$ cat src/rtl/req_dispatch_pkg.sv
package req_dispatch_pkg;

    typedef enum logic [3:0] {
        EV_LOAD       = 4'd0,
        EV_FETCH      = 4'd1,
        EV_STORE      = 4'd2,
        EV_EVICT      = 4'd3,
        EV_FWD_EXCL   = 4'd4,
        EV_FWD_SHARED = 4'd5,
        EV_FWD_INSTR  = 4'd6,
        EV_DATA       = 4'd7,
        EV_DATA_EXCL  = 4'd8,
        EV_DATA_STALE = 4'd9,
        EV_ACK        = 4'd10,
        EV_WB_ACK     = 4'd11,
        EV_INVAL      = 4'd12
    } evt_e;

    localparam int KIND_W  = 3;
    localparam int CLASS_W = 4;

endpackage

$ cat src/rtl/req_cpu_decode.sv
module req_cpu_decode
    import req_dispatch_pkg::*;
(
    input  logic [KIND_W-1:0] kind,
    output evt_e              demand,
    output logic              want_icache,
    output logic              bad
);
    always_comb begin
        demand      = EV_LOAD;
        want_icache = 1'b0;
        bad         = 1'b0;
        unique case (kind)
            3'd0: demand = EV_LOAD;
            3'd1: begin
                demand      = EV_FETCH;
                want_icache = 1'b1;
            end
            3'd2, 3'd3: demand = EV_STORE;
            default: bad = 1'b1;
        endcase
    end
endmodule

$ cat src/rtl/req_net_decode.sv
module req_net_decode
    import req_dispatch_pkg::*;
(
    input  logic [CLASS_W-1:0] cls,
    output evt_e               kind,
    output logic               bad
);
    always_comb begin
        kind = EV_DATA;
        bad  = 1'b0;
        unique case (cls)
            4'd0:       kind = EV_DATA_EXCL;
            4'd1:       kind = EV_DATA;
            4'd2:       kind = EV_DATA_STALE;
            4'd3:       kind = EV_ACK;
            4'd4:       kind = EV_WB_ACK;
            4'd5:       kind = EV_INVAL;
            4'd6, 4'd7: kind = EV_FWD_EXCL;
            4'd8:       kind = EV_FWD_SHARED;
            4'd9:       kind = EV_FWD_INSTR;
            default:    bad  = 1'b1;
        endcase
    end
endmodule

$ cat src/rtl/req_arbiter.sv
module req_arbiter
    import req_dispatch_pkg::*;
#(
    parameter int AW = 32
) (
    input  logic          clk,
    input  logic          rst_n,
    input  logic          ctl_ready,
    input  logic          cpu_valid,
    input  logic [AW-1:0] cpu_addr,
    input  evt_e          cpu_demand,
    input  logic          cpu_want_i,
    input  logic          cpu_bad,
    input  logic          net_valid,
    input  logic [AW-1:0] net_addr,
    input  evt_e          net_kind,
    input  logic          net_bad,
    input  logic          ic_hit,
    input  logic          dc_hit,
    input  logic          ic_free,
    input  logic          dc_free,
    input  logic [AW-1:0] ic_victim,
    input  logic [AW-1:0] dc_victim,
    output logic          issue,
    output evt_e          kind,
    output logic [AW-1:0] addr,
    output logic          sel,
    output logic          cpu_pop,
    output logic          net_pop,
    output logic          cpu_err,
    output logic          net_err
);
    logic          want_hit;
    logic          other_hit;
    logic          want_free;
    logic [AW-1:0] want_victim;

    assign want_hit    = cpu_want_i ? ic_hit    : dc_hit;
    assign other_hit   = cpu_want_i ? dc_hit    : ic_hit;
    assign want_free   = cpu_want_i ? ic_free   : dc_free;
    assign want_victim = cpu_want_i ? ic_victim : dc_victim;

    always_comb begin
        issue   = 1'b0;
        kind    = EV_LOAD;
        addr    = cpu_addr;
        sel     = 1'b0;
        cpu_pop = 1'b0;
        net_pop = 1'b0;
        cpu_err = 1'b0;
        net_err = 1'b0;
        if (ctl_ready) begin
            if (net_valid) begin
                net_pop = 1'b1;
                if (net_bad) begin
                    net_err = 1'b1;
                end else begin
                    issue = 1'b1;
                    kind  = net_kind;
                    addr  = net_addr;
                    sel   = ic_hit;
                end
            end else if (cpu_valid) begin
                if (cpu_bad) begin
                    cpu_pop = 1'b1;
                    cpu_err = 1'b1;
                end else if (want_hit) begin
                    issue   = 1'b1;
                    kind    = cpu_demand;
                    sel     = cpu_want_i;
                    cpu_pop = 1'b1;
                end else if (other_hit) begin
                    issue = 1'b1;
                    kind  = EV_EVICT;
                    sel   = ~cpu_want_i;
                end else if (want_free) begin
                    issue   = 1'b1;
                    kind    = cpu_demand;
                    sel     = cpu_want_i;
                    cpu_pop = 1'b1;
                end else begin
                    issue = 1'b1;
                    kind  = EV_EVICT;
                    addr  = want_victim;
                    sel   = cpu_want_i;
                end
            end
        end
    end


    one_pop_chk: assert property (@(posedge clk) disable iff (!rst_n)
        $onehot0({cpu_pop, net_pop}));


    net_first_chk: assert property (@(posedge clk) disable iff (!rst_n)
        (ctl_ready && net_valid) |-> !cpu_pop);

endmodule

$ cat src/rtl/req_dispatch.sv
module req_dispatch
    import req_dispatch_pkg::*;
#(
    parameter int AW = 32
) (
    input  logic               clk,
    input  logic               rst_n,
    input  logic               ctl_ready,
    input  logic               cpu_valid,
    input  logic [KIND_W-1:0]  cpu_kind,
    input  logic [AW-1:0]      cpu_addr,
    output logic               cpu_pop,
    input  logic               net_valid,
    input  logic [CLASS_W-1:0] net_class,
    input  logic [AW-1:0]      net_addr,
    output logic               net_pop,
    output logic [AW-1:0]      lookup_addr,
    input  logic               ic_hit,
    input  logic               dc_hit,
    input  logic               ic_free,
    input  logic               dc_free,
    input  logic [AW-1:0]      ic_victim,
    input  logic [AW-1:0]      dc_victim,
    output logic               evt_valid,
    output logic [3:0]         evt_kind,
    output logic [AW-1:0]      evt_addr,
    output logic               evt_sel,
    output logic               cpu_err,
    output logic               net_err
);
    typedef struct packed {
        logic          vld;
        evt_e          kind;
        logic [AW-1:0] addr;
        logic          sel;
        logic          cerr;
        logic          nerr;
    } out_t;

    out_t out_d, out_q;

    evt_e          cpu_demand_w, net_kind_w, arb_kind_w;
    logic          cpu_want_i_w, cpu_bad_w, net_bad_w;
    logic          arb_issue_w, arb_sel_w, arb_cerr_w, arb_nerr_w;
    logic [AW-1:0] arb_addr_w;

    assign lookup_addr = net_valid ? net_addr : cpu_addr;

    req_cpu_decode u_cpu_dec (
        .kind        (cpu_kind),
        .demand      (cpu_demand_w),
        .want_icache (cpu_want_i_w),
        .bad         (cpu_bad_w)
    );

    req_net_decode u_net_dec (
        .cls  (net_class),
        .kind (net_kind_w),
        .bad  (net_bad_w)
    );

    req_arbiter #(.AW(AW)) u_arb (
        .clk        (clk),
        .rst_n      (rst_n),
        .ctl_ready  (ctl_ready),
        .cpu_valid  (cpu_valid),
        .cpu_addr   (cpu_addr),
        .cpu_demand (cpu_demand_w),
        .cpu_want_i (cpu_want_i_w),
        .cpu_bad    (cpu_bad_w),
        .net_valid  (net_valid),
        .net_addr   (net_addr),
        .net_kind   (net_kind_w),
        .net_bad    (net_bad_w),
        .ic_hit     (ic_hit),
        .dc_hit     (dc_hit),
        .ic_free    (ic_free),
        .dc_free    (dc_free),
        .ic_victim  (ic_victim),
        .dc_victim  (dc_victim),
        .issue      (arb_issue_w),
        .kind       (arb_kind_w),
        .addr       (arb_addr_w),
        .sel        (arb_sel_w),
        .cpu_pop    (cpu_pop),
        .net_pop    (net_pop),
        .cpu_err    (arb_cerr_w),
        .net_err    (arb_nerr_w)
    );

    always_comb begin
        out_d      = out_q;
        out_d.vld  = arb_issue_w;
        out_d.cerr = arb_cerr_w;
        out_d.nerr = arb_nerr_w;
        if (arb_issue_w) begin
            out_d.kind = arb_kind_w;
            out_d.addr = arb_addr_w;
            out_d.sel  = arb_sel_w;
        end else begin
            out_d.kind = EV_LOAD;
            out_d.addr = '0;
            out_d.sel  = 1'b0;
        end
    end

    always_ff @(posedge clk) begin
        if (!rst_n) out_q <= '0;
        else        out_q <= out_d;
    end

    assign evt_valid = out_q.vld;
    assign evt_kind  = out_q.kind;
    assign evt_addr  = out_q.addr;
    assign evt_sel   = out_q.sel;
    assign cpu_err   = out_q.cerr;
    assign net_err   = out_q.nerr;


    excl_lines_chk: assert property (@(posedge clk) disable iff (!rst_n)
        (cpu_valid || net_valid) |-> !(ic_hit && dc_hit));


    pop_means_demand_chk: assert property (@(posedge clk) disable iff (!rst_n)
        cpu_pop |=> ((evt_valid && evt_kind != 4'd3) || cpu_err));


    stall_quiet_chk: assert property (@(posedge clk) disable iff (!rst_n)
        !ctl_ready |=> (!evt_valid && !cpu_err && !net_err));


    err_no_evt_chk: assert property (@(posedge clk) disable iff (!rst_n)
        (cpu_err || net_err) |-> !evt_valid);

endmodule

$ cat config.mk
export PLATFORM = sky130hd
export DESIGN_NAME = req_dispatch
export DESIGN_NICKNAME = d
export VERILOG_FILES = /design/src/rtl/req_dispatch_pkg.sv /design/src/rtl/req_cpu_decode.sv /design/src/rtl/req_net_decode.sv /design/src/rtl/req_arbiter.sv /design/src/rtl/req_dispatch.sv
export SDC_FILE = /design/constraint.sdc
export NUM_CORES = 1
export LEC_CHECK = 0
export BUFFER_PORTS_ARGS = -buffer_cell sky130_fd_sc_hd__buf_2
export CAP_MARGIN = 10
export CORE_UTILIZATION = 40
export DETAILED_ROUTE_END_ITERATION = 10
export PLACE_DENSITY = 0.89
export REMOVE_ABC_BUFFERS = 1
export SLEW_MARGIN = 0
export SYNTH_ARGS = -nofsm -noshare
export SYNTH_HDL_FRONTEND = slang
export SYNTH_SLANG_ARGS = --single-unit
$ cat constraint.sdc
create_clock -name clk -period 2.3 [get_ports clk]
set_input_delay 0.23 -clock clk [delete_from_list [all_inputs] [get_ports clk]]
set_output_delay 0.23 -clock clk [all_outputs]
set_load 0.01 [all_outputs]
Word-level counts from Yosys, hierarchy flattened
Index checks and enable logic that the tools add are counted.
Widths: inputs -> output; s select.
{ "totals": {"romBits": 0, "wordCells": 77, "ff_bits": 40, "latchBits": 0, "in_bits": 144, "memories": 0, "ram_bits": 0, "output_inout_bits": 74} }
{ "classes": {"muxes": 45, "n_eq_ne": 12, "n_addsub": 0, "magnitude_cmp": 0, "mul": 0, "shift": 0, "div_mod_pow": 0, "n_bitwise": 4, "n_reduce_logical": 10} }
{ "ops": {"columns": ["op", "n"], "rows": [
  ["$mux 32", 10],
  ["$pmux 4 s8", 1],
  ["$mux 1", 26],
  ["$mux 4", 6],
  ["$eq 4x3->1 const B", 4],
  ["$reduce_or 10->1", 1],
  ["$eq 4x2->1 const B", 2],
  ["$eq 4x4->1 const B", 2],
  ["$reduce_or 4->1", 2],
  ["$eq 3x2->1 const B", 2],
  ["$reduce_and 3->1", 2],
  ["$eq 4x1->1 const B", 1],
  ["$logic_not 4->1", 1],
  ["$not 1->1", 4],
  ["$pmux 2 s2", 1],
  ["$reduce_or 2->1", 2],
  ["$eq 3x1->1 const B", 1],
  ["$logic_not 3->1", 1],
  ["$mux 2", 1],
  ["$reduce_and 2->1", 1]
]} }

Logic depth before layout (Yosys ltp)
{ "depth": {"word_depth": 10, "depth_mapped": 8, "ltp_nobuf": 4} }

By module
Synthesis repeated with hierarchy kept, for this count alone.
{ "unflattened": {"cells_unflattened": 369, "area_unflattened_um2": 3373.2} }
{ "by_module_without_submodules": {"columns": ["module", "area_each_um2", "seq_area_each_um2", "n_inst", "cells_each"], "rows": [
  ["req_dispatch", 1629.1, 800.8, 1, 124],
  ["req_arbiter", 1609.0, 0.0, 1, 223],
  ["req_net_decode", 86.3, 0.0, 1, 15],
  ["req_cpu_decode", 48.8, 0.0, 1, 7]
]} }

Least setup slack after synthesis
OpenSTA, ideal clock, no wires.
{ "synth_path": {"path_type": "input-to-reg", "startpoint": "input port dc_hit", "endpoint": "register out_q (netlist bit evt_addr[0])", "t_required_ps": 2143, "slack_ps": 520, "path_stages": 5, "setup_time_ps": 157, "path_buffers": 1, "t_arrival_ps": 1623, "path_cell_list": "or4b_4 a211oi_4 clkbuf_1 and3_1 a2111oi_2"} }
{ "synth_via": {"elab_chain_cells": 7, "elab_cells_between_ends": 8, "cone_classes": "8 x mux"} }
{ "synth_lines": {"columns": ["item", "line_no", "source"], "rows": [
  ["start: declaration", "req_dispatch.sv:19", "input logic dc_hit,"],
  ["$mux 1", "req_arbiter.sv:39", "assign other_hit = cpu_want_i ? dc_hit : ic_hit;"],
  ["$mux 32", "req_arbiter.sv:72", "end else if (other_hit) begin"],
  ["$mux 32 (*)", "req_arbiter.sv:67", "end else if (want_hit) begin"],
  ["$mux 32 (*)", "req_arbiter.sv:64", "if (cpu_bad) begin"],
  ["$mux 32 (*)", "req_arbiter.sv:63", "end else if (cpu_valid) begin"],
  ["$mux 32 (*)", "req_arbiter.sv:53", "if (net_valid) begin"],
  ["$mux 32 (*)", "req_arbiter.sv:52", "if (ctl_ready) begin"],
  ["end signal: assignment", "req_dispatch.sv:109", "else out_q <= out_d;"],
  ["end: declaration", "req_dispatch.sv:40", "out_t out_d, out_q;"]
]} }
Mark *: on every way between the ends. The rest lies on a longest branch, timed or not.
A chain may end at the register's enable or synchronous reset.

Worst setup path in the final report
{ "layout_path": {"startpoint": "input port cpu_kind[2]", "endpoint": "output port cpu_pop"} }
{ "layout_via": {"elab_chain_cells": 10, "elab_cells_between_ends": 16, "cone_classes": "3 x eq/ne; 11 x mux; 2 x reduce/logical"} }
{ "layout_lines": {"columns": ["item", "line_no", "source"], "rows": [
  ["start: declaration", "req_dispatch.sv:10", "input logic [KIND_W-1:0] cpu_kind,"],
  ["$eq 3x1->1", "req_cpu_decode.sv:13", "unique case (kind)"],
  ["$mux 1", "req_cpu_decode.sv:13", null],
  ["$mux 1", "req_arbiter.sv:40", "assign want_free = cpu_want_i ? ic_free : dc_free;"],
  ["$mux 1", "req_arbiter.sv:76", "end else if (want_free) begin"],
  ["$mux 1", "req_arbiter.sv:72", null],
  ["$mux 1", "req_arbiter.sv:67", null],
  ["$mux 1 (*)", "req_arbiter.sv:64", null],
  ["$mux 1 (*)", "req_arbiter.sv:63", null],
  ["$mux 1 (*)", "req_arbiter.sv:53", null],
  ["$mux 1 (*)", "req_arbiter.sv:52", null],
  ["end: declaration", "req_dispatch.sv:12", "output logic cpu_pop,"]
]} }
Marks and branches as above.

==> implementation parameters <==
Parameter                              Value

Run status
  Outcome ... complete, no violations

Route
  Average detailed-routed wire length per instance ... approximately 15 µm
  Overall routed net length ... about 10000 µm
  Count of antenna-violating nets left after detailed routing ... 0
  Number of detailed-route iterations in the first pass ... 4
  Vias per Instance ... 5.576
  Detailed-route DRC error count ... 0
  Via count ... about 3600
  Number of DRC markers in iteration 0 ... between 100 and 150

STA
  Worst Tran Pin Value ... roughly 1.1 ns
  Crit path time final ... approximately 2 ns
  Max-Slew Margin vs Limit ... roughly a quarter
  Worst-case setup margin in the final layout ... roughly 0.33 ns
  Setup violators final ... 0
  Unrepaired setup endpoints after global routing ... no
  Final slew viol count ... 0
  Fmax ... a little over 500 MHz
  Final clock period utilization by the worst path ... around 86%
  Final hold violations ... 0

Clocking
  Maximum level of the CTS H-tree ... 2
  Hold buffer count at cts ... 0
  Post-CTS Setup Repair Bufs ... 0
  Number of gates resized after cts ... 0
  CTS tree ... done
  Root buf cell ... sky130_fd_sc_hd__clkbuf_8
  Clock buffer depth ... 2
  Inserted Clock Buffers ... 5
  Clock transition at the registers of the reported paths ... ~0.080 ns
  Number of clock sinks ... 40

Logic synthesis
  Synthesized instance count ... 348
  FFs w/ async S/R, synth ... 0%
  Dominant cells by area after synthesis ... sky130_fd_sc_hd__dfxtp_1 26%, sky130_fd_sc_hd__a2111oi_2 15%, sky130_fd_sc_hd__mux2_2 12%, sky130_fd_sc_hd__mux2i_1 10%, sky130_fd_sc_hd__and3_1 6.5%
  Cell type contributing the most total cell area after synthesis ... sky130_fd_sc_hd__dfxtp_1
  Area of the mapped netlist ... between 0.003 and 0.004 mm²
  Yosys top cell area share ... around 26%
  Seq cells post-synth ... 40
  Share of synthesized area occupied by flip-flops and latches ... 25.98%
  Commonest register cell after synthesis ... sky130_fd_sc_hd__dfxtp_1
  Number of flops mapped to enable cells by yosys ... 0
  Most used standard cell by instance count after synthesis ... sky130_fd_sc_hd__dfxtp_1
  Mean instance size in the synthesized netlist ... roughly 8.9 µm²
  YS warnings ... 0
  Distinct cells, synth ... 37
  Synth top cells by count ... 40 x sky130_fd_sc_hd__dfxtp_1, 36 x sky130_fd_sc_hd__a21oi_1, 36 x sky130_fd_sc_hd__nand2_1

Cells and area
  Total non-filler cell area in the finished layout ... about 0.0043 mm²
  Layout cells sized above 1 ... a little under three fifths
  Layout-stage area growth over the synthesis result ... 40.72%
  Net total in the final layout ... approximately 690
  Count of inserted antenna diode cells ... 0

Floorplanning
  Die Span Y ... around 90 µm
  Area of the core ... roughly 0.0073 mm²
  Effective utilization at floorplan ... between 40 and 50%
  IO Pins ... roughly 220
  Horizontal die dimension ... between 80 and 90 µm
  Row count ... 31
  Die area ... a little over 0.008 mm²

Placement
  Placer congestion estimate ... around 0.88
  Post-place setup slack ... between 0.2 and 0.25 ns
  Placement-stage cell area ... 0.004247 mm²
  Half-perimeter wire length of the detailed placement result ... approximately 7800 µm
  Number of port buffers ... approximately 220

Critical path
  CP Class ... input pin to primary output
  Launching element type of the critical path ... input pin
  Maximum fanout encountered on the critical timing path ... 18
  Critical path launch point ... cpu_kind[2]
  Data required time of the worst path ... a little over 2 ns
  Worst path arrival time ... roughly 1.7 ns
  Nature of the critical path endpoint ... primary output

Power
  Switching share of power ... roughly 31%
  Cell internal pwr ... roughly 1200 µW
  Power after layout ... ~1800 µW
  Combinational share of power ... 32.6%
  Pwr Density ... 414.6 mW/mm²
  Psw ... about 560 µW
  Clock share of power ... 27.1%
  Sequential share of power ... around two fifths
  Lkg Pwr ... approximately 0.0023 µW
  Max rail drop VDD ... around 0.00020 V

Worst hold path
  Type of the worst min-delay path ... input pin to flop
  Launch point of the worst hold path ... rst_n
  Hold path cells ... 3
  Hold path endpoint ... cpu_err

GRT
  Global-route wire length before repair ... ~16000 µm
  Remaining Overflow, GRT ... 0
  Antenna violations before repair ... 0
  Number of global-route vias before repair ... around 3500
  Global routing usage summed across all routing layers ... approximately 24%
  Largest net degree at the start of global routing ... 36

Job
  Max-Cap Viols ... 0
[power groups by stage]
stage	sequential, µW	combinational, µW	clock [µW]
after floorplan	755	278	0
after global placement	741	566	0
after detailed placement	741	583	0
after CTS	725	585	511
after global routing	727	638	533
final	725	586	487
[worst max-delay path by stage]
stage	cells after the start	slack (ns)	endpoint
2_1_floorplan	4	-1.32	evt_addr[27]
3_3_place_gp	6	0.36	evt_addr[28]
3_5_place_dp	6	0.24	evt_addr[28]
4_1_cts	7	0.33	cpu_pop
5_1_grt	7	0.23	cpu_pop
6_report	7	0.33	cpu_pop
[flip-flops by register name, summed over array words and instances (netlist names)]
signal,cells
evt_addr,32
net_err,1
evt_valid,1
cpu_err,1
evt_kind,4
evt_sel,1
[area by class of cell]
cell class	count	area [µm²]
Sequential cell	40	800.8
Multi-Input combinational cell	267	2100
Tap cell	99	123.9
Inverter	3	11.26
Fill cell	666	2994
Clock buffer	8	90.09
Timing Repair Buffer	232	1211
[worst max-delay path: stages]
cell and delay, ns:
sky130_fd_sc_hd__buf_2 0.14, sky130_fd_sc_hd__or3b_1 0.43, sky130_fd_sc_hd__buf_4 0.24, sky130_fd_sc_hd__o21ai_0 0.15, sky130_fd_sc_hd__o21ai_0 0.15, sky130_fd_sc_hd__o2111a_1 0.25, sky130_fd_sc_hd__buf_2 0.13
[per-stage QoR]
stage,util (%),hold WS (ns),TNS [ns],cells
floorplan,-,0.3131,-45.09,310
global placement,57.93,0.5152,0,641
detailed placement,57.93,0.5228,0,641
CTS,59.16,0.2106,0,649
global route,59.16,0.2391,0,649
finish,59.16,0.2228,0,649
[cells by family after synthesis]
logic type                 after synthesis  share of synthesized area [%]
muxes                                   64                          22.09
xor gates and xnor gates                 1                         0.2843
and+or+nand+nor                        121                          20.46
DFF                                     40                          25.98
adders and majority gates                1                         0.3248
buffers and inverters                   41                          6.537
AOI/OAI and AO/OA                       80                          24.32
[cell usage in the layout, fill, tap and decap left out, types with 2 or more instances in the layout]
cell type | synthesis | layout
sky130_fd_sc_hd__inv_1 | 3 | 3
sky130_fd_sc_hd__o21ai_0 | 3 | 3
sky130_fd_sc_hd__clkbuf_8 | 0 | 6
sky130_fd_sc_hd__nor2_1 | 4 | 4
sky130_fd_sc_hd__dfxtp_1 | 40 | 40
sky130_fd_sc_hd__nand2_1 | 36 | 36
sky130_fd_sc_hd__nor2b_1 | 2 | 2
sky130_fd_sc_hd__a2111oi_2 | 30 | 30
sky130_fd_sc_hd__a2111oi_0 | 2 | 2
sky130_fd_sc_hd__nor3_1 | 35 | 35
sky130_fd_sc_hd__mux2i_1 | 32 | 32
sky130_fd_sc_hd__a2111oi_1 | 2 | 2
sky130_fd_sc_hd__buf_4 | 0 | 14
sky130_fd_sc_hd__a21oi_1 | 36 | 36
sky130_fd_sc_hd__and3_1 | 32 | 32
sky130_fd_sc_hd__clkbuf_1 | 20 | 2
sky130_fd_sc_hd__mux2_2 | 32 | 32
sky130_fd_sc_hd__buf_2 | 6 | 217
[metal layers]
metal	vias up	share of wire, %	wire length [µm]	global-route usage [%]
li1	1722	-	-	-
met1	1685	39	3902	27.67
met2	200	52	5237	45.83
met3	12	7.4	739	4.569
met4	0	1.1	108	7.514
met5	-	0	0	0
Note: power is estimated with default switching activity, not from simulation.
